$ cat src/rtl/rxs_pkg.sv
package rxs_pkg;
  typedef enum logic [1:0] {RX_IDLE, RX_HUNT, RX_FILL} rx_state_t;
  localparam logic [7:0] CMD_CODE  = 8'hCA;
  localparam logic [7:0] CFG_RESET = 8'h80;
  typedef struct packed {
    logic [3:0] thr;
    logic       byte_sync;
    logic       free_run;
    logic       en;
    logic       spare;
  } cfg_t;
endpackage

$ cat src/rtl/rxs_cfg_reg.sv
module rxs_cfg_reg
  import rxs_pkg::*;
(
  input  logic        clk,
  input  logic        rst_n,
  input  logic        we,
  input  logic [15:0] wdata,
  output cfg_t        cfg
);
  always_ff @(posedge clk) begin
    if (!rst_n)                         cfg <= cfg_t'(CFG_RESET);
    else if (we && wdata[15:8] == CMD_CODE) cfg <= cfg_t'(wdata[7:0]);
  end
endmodule

$ cat src/rtl/rxs_sync_hunt.sv
module rxs_sync_hunt
  import rxs_pkg::*;
#(
  parameter int BYTE_W = 8,
  parameter logic [BYTE_W-1:0] SYNC_HI = 8'h2D,
  localparam int WIN_W = 2 * BYTE_W
) (
  input  logic              clk,
  input  logic              rst_n,
  input  logic              en,
  input  logic              free_run,
  input  logic              byte_sync,
  input  logic [BYTE_W-1:0] sync_lo,
  input  logic              bit_valid,
  input  logic              bit_in,
  output rx_state_t         state
);
  logic [WIN_W-1:0] win;
  logic [WIN_W-1:0] win_next;
  logic             hit;

  assign win_next = {win[WIN_W-2:0], bit_in};

  always_comb begin
    if (byte_sync) hit = (win_next[BYTE_W-1:0] == sync_lo);
    else           hit = (win_next == {SYNC_HI, sync_lo});
  end

  always_ff @(posedge clk) begin
    if (!rst_n) begin
      state <= RX_IDLE;
      win   <= '0;
    end else begin
      unique case (state)
        RX_IDLE: begin
          win <= '0;
          if (en) state <= free_run ? RX_FILL : RX_HUNT;
        end
        RX_HUNT: begin
          if (!en) state <= RX_IDLE;
          else if (free_run) state <= RX_FILL;
          else if (bit_valid) begin
            win <= win_next;
            if (hit) state <= RX_FILL;
          end
        end
        RX_FILL: if (!en) state <= RX_IDLE;
        default: state <= RX_IDLE;
      endcase
    end
  end
endmodule

$ cat src/rtl/rxs_bit_fifo.sv
module rxs_bit_fifo #(
  parameter int DEPTH  = 16,
  parameter int BYTE_W = 8,
  localparam int CNT_W = $clog2(DEPTH + 1)
) (
  input  logic              clk,
  input  logic              rst_n,
  input  logic              push,
  input  logic              push_bit,
  input  logic              pop,
  input  logic [3:0]        thr,
  output logic [CNT_W-1:0]  count,
  output logic              rd_valid,
  output logic [BYTE_W-1:0] rd_data,
  output logic              irq,
  output logic              overrun
);
  logic [DEPTH-1:0] store;
  logic [DEPTH-1:0] shifted;
  logic [CNT_W-1:0] shamt;
  logic [CNT_W-1:0] thr_eff;
  logic             full;
  logic             do_pop;
  logic             accept;

  assign full     = (count == CNT_W'(DEPTH));
  assign rd_valid = (count >= CNT_W'(BYTE_W));
  assign do_pop   = pop && rd_valid;
  assign accept   = push && (!full || do_pop);
  assign shamt    = rd_valid ? count - CNT_W'(BYTE_W) : '0;
  assign shifted  = store >> shamt;
  assign rd_data  = shifted[BYTE_W-1:0];
  assign thr_eff  = (thr == 4'd0) ? CNT_W'(1) : CNT_W'(thr);

  always_ff @(posedge clk) begin
    if (!rst_n) begin
      store   <= '0;
      count   <= '0;
      irq     <= 1'b0;
      overrun <= 1'b0;
    end else begin
      if (accept) store <= {store[DEPTH-2:0], push_bit};
      count <= count + CNT_W'(accept) - (do_pop ? CNT_W'(BYTE_W) : '0);
      irq   <= (count >= thr_eff);
      if (do_pop)            overrun <= 1'b0;
      else if (push && full) overrun <= 1'b1;
    end
  end
endmodule

$ cat src/rtl/rx_sync_fifo.sv
module rx_sync_fifo
  import rxs_pkg::*;
#(
  parameter int DEPTH  = 16,
  parameter int BYTE_W = 8,
  parameter logic [BYTE_W-1:0] SYNC_HI = 8'h2D,
  localparam int CNT_W = $clog2(DEPTH + 1)
) (
  input  logic              clk,
  input  logic              rst_n,
  input  logic              cfg_we,
  input  logic [15:0]       cfg_wdata,
  input  logic [BYTE_W-1:0] sync_lo,
  input  logic              bit_valid,
  input  logic              bit_in,
  output logic              rd_valid,
  input  logic              rd_ready,
  output logic [BYTE_W-1:0] rd_data,
  output logic              irq,
  output logic              overrun
);
  cfg_t             cfg_q;
  rx_state_t        state;
  logic [CNT_W-1:0] fill_count;
  logic             rd_fire;
  logic             push;

  assign rd_fire = rd_valid && rd_ready;
  assign push    = bit_valid && (state == RX_FILL);

  rxs_cfg_reg u_cfg (
    .clk(clk), .rst_n(rst_n), .we(cfg_we), .wdata(cfg_wdata), .cfg(cfg_q)
  );

  rxs_sync_hunt #(.BYTE_W(BYTE_W), .SYNC_HI(SYNC_HI)) u_hunt (
    .clk(clk), .rst_n(rst_n), .en(cfg_q.en), .free_run(cfg_q.free_run),
    .byte_sync(cfg_q.byte_sync), .sync_lo(sync_lo), .bit_valid(bit_valid),
    .bit_in(bit_in), .state(state)
  );

  rxs_bit_fifo #(.DEPTH(DEPTH), .BYTE_W(BYTE_W)) u_fifo (
    .clk(clk), .rst_n(rst_n), .push(push), .push_bit(bit_in), .pop(rd_fire),
    .thr(cfg_q.thr), .count(fill_count), .rd_valid(rd_valid),
    .rd_data(rd_data), .irq(irq), .overrun(overrun)
  );
endmodule

$ cat config.mk
export PLATFORM = sky130hd
export DESIGN_NAME = rx_sync_fifo
export DESIGN_NICKNAME = d
export VERILOG_FILES = /design/src/rtl/rxs_pkg.sv /design/src/rtl/rxs_cfg_reg.sv /design/src/rtl/rxs_sync_hunt.sv /design/src/rtl/rxs_bit_fifo.sv /design/src/rtl/rx_sync_fifo.sv
export SDC_FILE = /design/constraint.sdc
export NUM_CORES = 1
export LEC_CHECK = 0
export ABC_AREA = 0
export BUFFER_PORTS_ARGS = -buffer_cell sky130_fd_sc_hd__buf_2
export CORE_UTILIZATION = 47
export CTS_CLUSTER_DIAMETER = 80
export DETAILED_ROUTE_END_ITERATION = 10
export PLACE_DENSITY = 0.67
export SLEW_MARGIN = 0
export SYNTH_ARGS = -nofsm -noshare
export SYNTH_HDL_FRONTEND = slang
export SYNTH_SLANG_ARGS = --single-unit
export TNS_END_PERCENT = 100
$ cat constraint.sdc
create_clock -name clk -period 3.1 [get_ports clk]
set_input_delay 0.93 -clock clk [delete_from_list [all_inputs] [get_ports clk]]
set_output_delay 0.93 -clock clk [all_outputs]
set_load 0.02 [all_outputs]
==> results.cfg <==
[place]
hpwl_um = 4280
port_buffers = 39
post_dp_cell_area_mm2 = 0.00313
place.gp.congestion = 0.901
dp.cells = 408

[routing]
drtPass1Iterations = 4
wirelength_um = 5880
m1WireLength_um = 2910
post_drt_wl_per_cell_um = 14.1
wl_met2_um = 2740
highest_layer = met4
postRouteAntennaNets = 0
viasPerCell = 5.54
drc = 0
routed-via-count = 2306
drtIter0Drc = 80
met3_length_um = 170

[setup_path]
path_delay_family = compound AO/OA/AOI/OAI gates
crit_required_ns = 2.17
cp_slowest_cell = dfxtp_1
r2r_start = u_fifo.count[3]$_SDFF_PN0_
crit_chain = buf_4, mux2_2, o22a_1, o31ai_1, o31a_1, o32ai_1, buf_2
cp_slowest_stage_delay_ns = 0.43
worstRegToRegCells = 11
path_depth = 7
worstSetupPathType = flop to output pin
crit_path_end_kind = output pin
critPathLaunchType = flop
cp_max_fo = 10
regToRegEndpoint = u_fifo.count[4]$_SDFF_PN0_
cp.buffers_inverters = 2
r2r_slack_ns = 0.40
arrival_ns = 2.05

[floorplan]
die_y_um = 80.2
ios = 41
initial_core_util = 0.485
core-area_mm2 = 0.00592
dieArea_mm2 = 0.00643
row_count = 28
die_x_um = 80.2

[logic_synthesis]
synth.cell_area_mm2 = 0.00287
synth_cell_types = 56
synth_top_area_frac = 0.327
seq_area_frac_synth = 0.327
ys_async_sr_fraction = 0
ys_seq_elements = 47
synth_flop_cell = dfxtp_1
synth_area_leaders = dfxtp_1 (33%), mux2i_1 (13%), nor2b_1 (9.1%)
syn_avg_cell_area_um2 = 9.55
ys_warn_count = 0
synthCells = 301
synth_edf_count = 0
synth_top_cell_by_area = dfxtp_1
synth.net_count = 342

[clock_tree]
cts_root_buffer = clkbuf_8
tritoncts = yes
insertion_delay_ns = 0.30
htreeDepth = 2
cts_buffers = 5
clock_path_buffers = 2
clock-sinks = 47
clkTransAtPathRegs_ns = 0.09

[sta]
finalSetupViolations = 0
tns_ns = 0
maxSlewHeadroom = 0.562
hold_violations = 0
worst_slew_pin_slew_ns = 0.657
fin_crit_sh = 0.961
fmax_mhz = 336
skew_ns = 0.00726
finalCriticalPeriod_ns = 2.98
rsz0062_at_grt = no
finalMaxSlewViolations = 0

[power]
power_density_mw_per_mm2 = 389
p_leak_nw = 1.27
ir_drop_mv = 0.230

[global_routing]
grt_util_all_layers = 0.194
grt_pass1_vias = 2059
grt-ovfl-total = 0
grt_start_max_net_pins = 49
antenna_found_initial = 0
grt_pass1_wl_um = 9760

[final_layout]
drive_gt1_frac = 0.220
antenna_cells = 0
finalNonFillerCells = 416
stdcell_area_mm2 = 0.00324
postLayoutCoreUtil = 0.548
synthToLayoutAreaGrowth_pct = 12.8
finalNetCount = 381

[job]
maxCapViolCount = 0

[min_path]
whs_path_depth = 2
hp-start = u_cfg.cfg[7]$_SDFFE_PN1P_
hold_end = u_cfg.cfg[7]$_SDFFE_PN1P_
hold_class = flop to flop

[outcome]
outcome = completed
## synthesized netlist by cell type (2+ instances only)
cell type and number:
nor2_1 6, mux2_2 4, nor2b_1 42, xnor2_1 11, o21ai_0 6, mux2i_1 38, a21boi_0 2, o221ai_1 2
mux4_2 4, buf_6 4, a21oi_1 12, inv_1 10, a211oi_1 3, clkbuf_1 8, nand2b_1 2, nand3_1 3
ha_1 11, nor3_1 5, xor2_1 2, nor3b_1 4, o22ai_1 5, and2_1 4, o21ai_2 2, o22a_1 2
buf_2 3, a32oi_1 3, a22oi_1 16, nand2_1 12, dfxtp_1 47, nand4_1 2
## worst register-to-register path, stage by stage, from the launching register on
cell and delay, ns:
dfxtp_1 0.50, buf_4 0.25, nand2b_2 0.23, nor4_4 0.09, nor2_4 0.50, ha_1 0.28
inv_1 0.05, ha_1 0.19, o21bai_1 0.14, a21oi_1 0.10, xnor2_1 0.12, and2_1 0.15
## state kept, by name, summed over array words and instances, names as in the netlist
name	flops
u_cfg.cfg	7
u_fifo.count	5
u_fifo.irq	1
u_fifo.overrun	1
u_fifo.store	16
u_hunt.state	2
u_hunt.win	15
## cell usage in the layout, fill, tap and decap left out, types with 6 or more instances in the layout
| cell | n |
|---|---|
| a22oi_1 | 16 |
| dfxtp_1 | 46 |
| buf_4 | 9 |
| a21oi_1 | 12 |
| mux2i_1 | 37 |
| nor2b_1 | 42 |
| o21ai_0 | 6 |
| inv_1 | 10 |
| xnor2_1 | 11 |
| clkbuf_8 | 7 |
| nand2_1 | 12 |
| buf_2 | 39 |
| ha_1 | 11 |
## metal layers
layer / track usage / vias up
li1: - / 1174
met1: 0.263 / 1078
met2: 0.315 / 48
met3: 0.0341 / 6
met4: 0.0589 / 0
met5: 0 / -
## worst max path at each step
stage	from	to
6_report	u_fifo.count[0]$_SDFF_PN0_	rd_data[2]
5_1_grt	u_fifo.count[3]$_SDFF_PN0_	rd_data[1]
4_1_cts	u_fifo.count[4]$_SDFF_PN0_	rd_data[7]
3_5_place_dp	bit_valid	u_fifo.count[4]$_SDFF_PN0_
3_3_place_gp	u_fifo.count[4]$_SDFF_PN0_	rd_data[2]
2_1_floorplan	u_fifo.count[4]$_SDFF_PN0_	rd_data[1]
## stage by stage
stage | setup slack, ns | hold WS (ns) | power [mW]
floorplan | 0.482 | 0.445 | 0.812
global placement | 0.343 | 0.464 | 0.874
detailed placement | 0.340 | 0.468 | 0.874
CTS | 0.0194 | 0.501 | 1.28
global route | 0.0146 | 0.531 | 1.32
finish | 0.120 | 0.495 | 1.26
## where the power goes
group | switching, mW | internal [mW]
clock | 0.194 | 0.204
sequential | 0.0197 | 0.616
combinational | 0.130 | 0.0972
total | 0.344 | 0.917
## cells by family (layout without fill, tap and decap cells)
group                    count (synthesis)  count (layout)  synth area share
AND/OR/NAND/NOR                         90              90             0.190
buffers and inverters                   26              66            0.0470
adder cells (fa/ha/maj)                 11              11            0.0479
XOR/XNOR                                13              13            0.0396
flip-flops                              47              47             0.327
multiplexers                            46              46             0.179
AO/OA/AOI/OAI                           68              68             0.168
## what timing repair did
action,4_1_cts,5_1_grt
setup buffers,0,0
resized for setup,0,4
hold buffers,0,0
endpoints found under the setup margin,0,7
## final cells by class
class	instances	area (um2)
Fill cell	558	2680
Multi-Input combinational cell	228	1810
Sequential cell	47	942
Timing Repair Buffer	48	263
Clock buffer	8	100
Tap cell	75	93.8
Inverter	10	37.5
(Power assumes the default switching activity.)
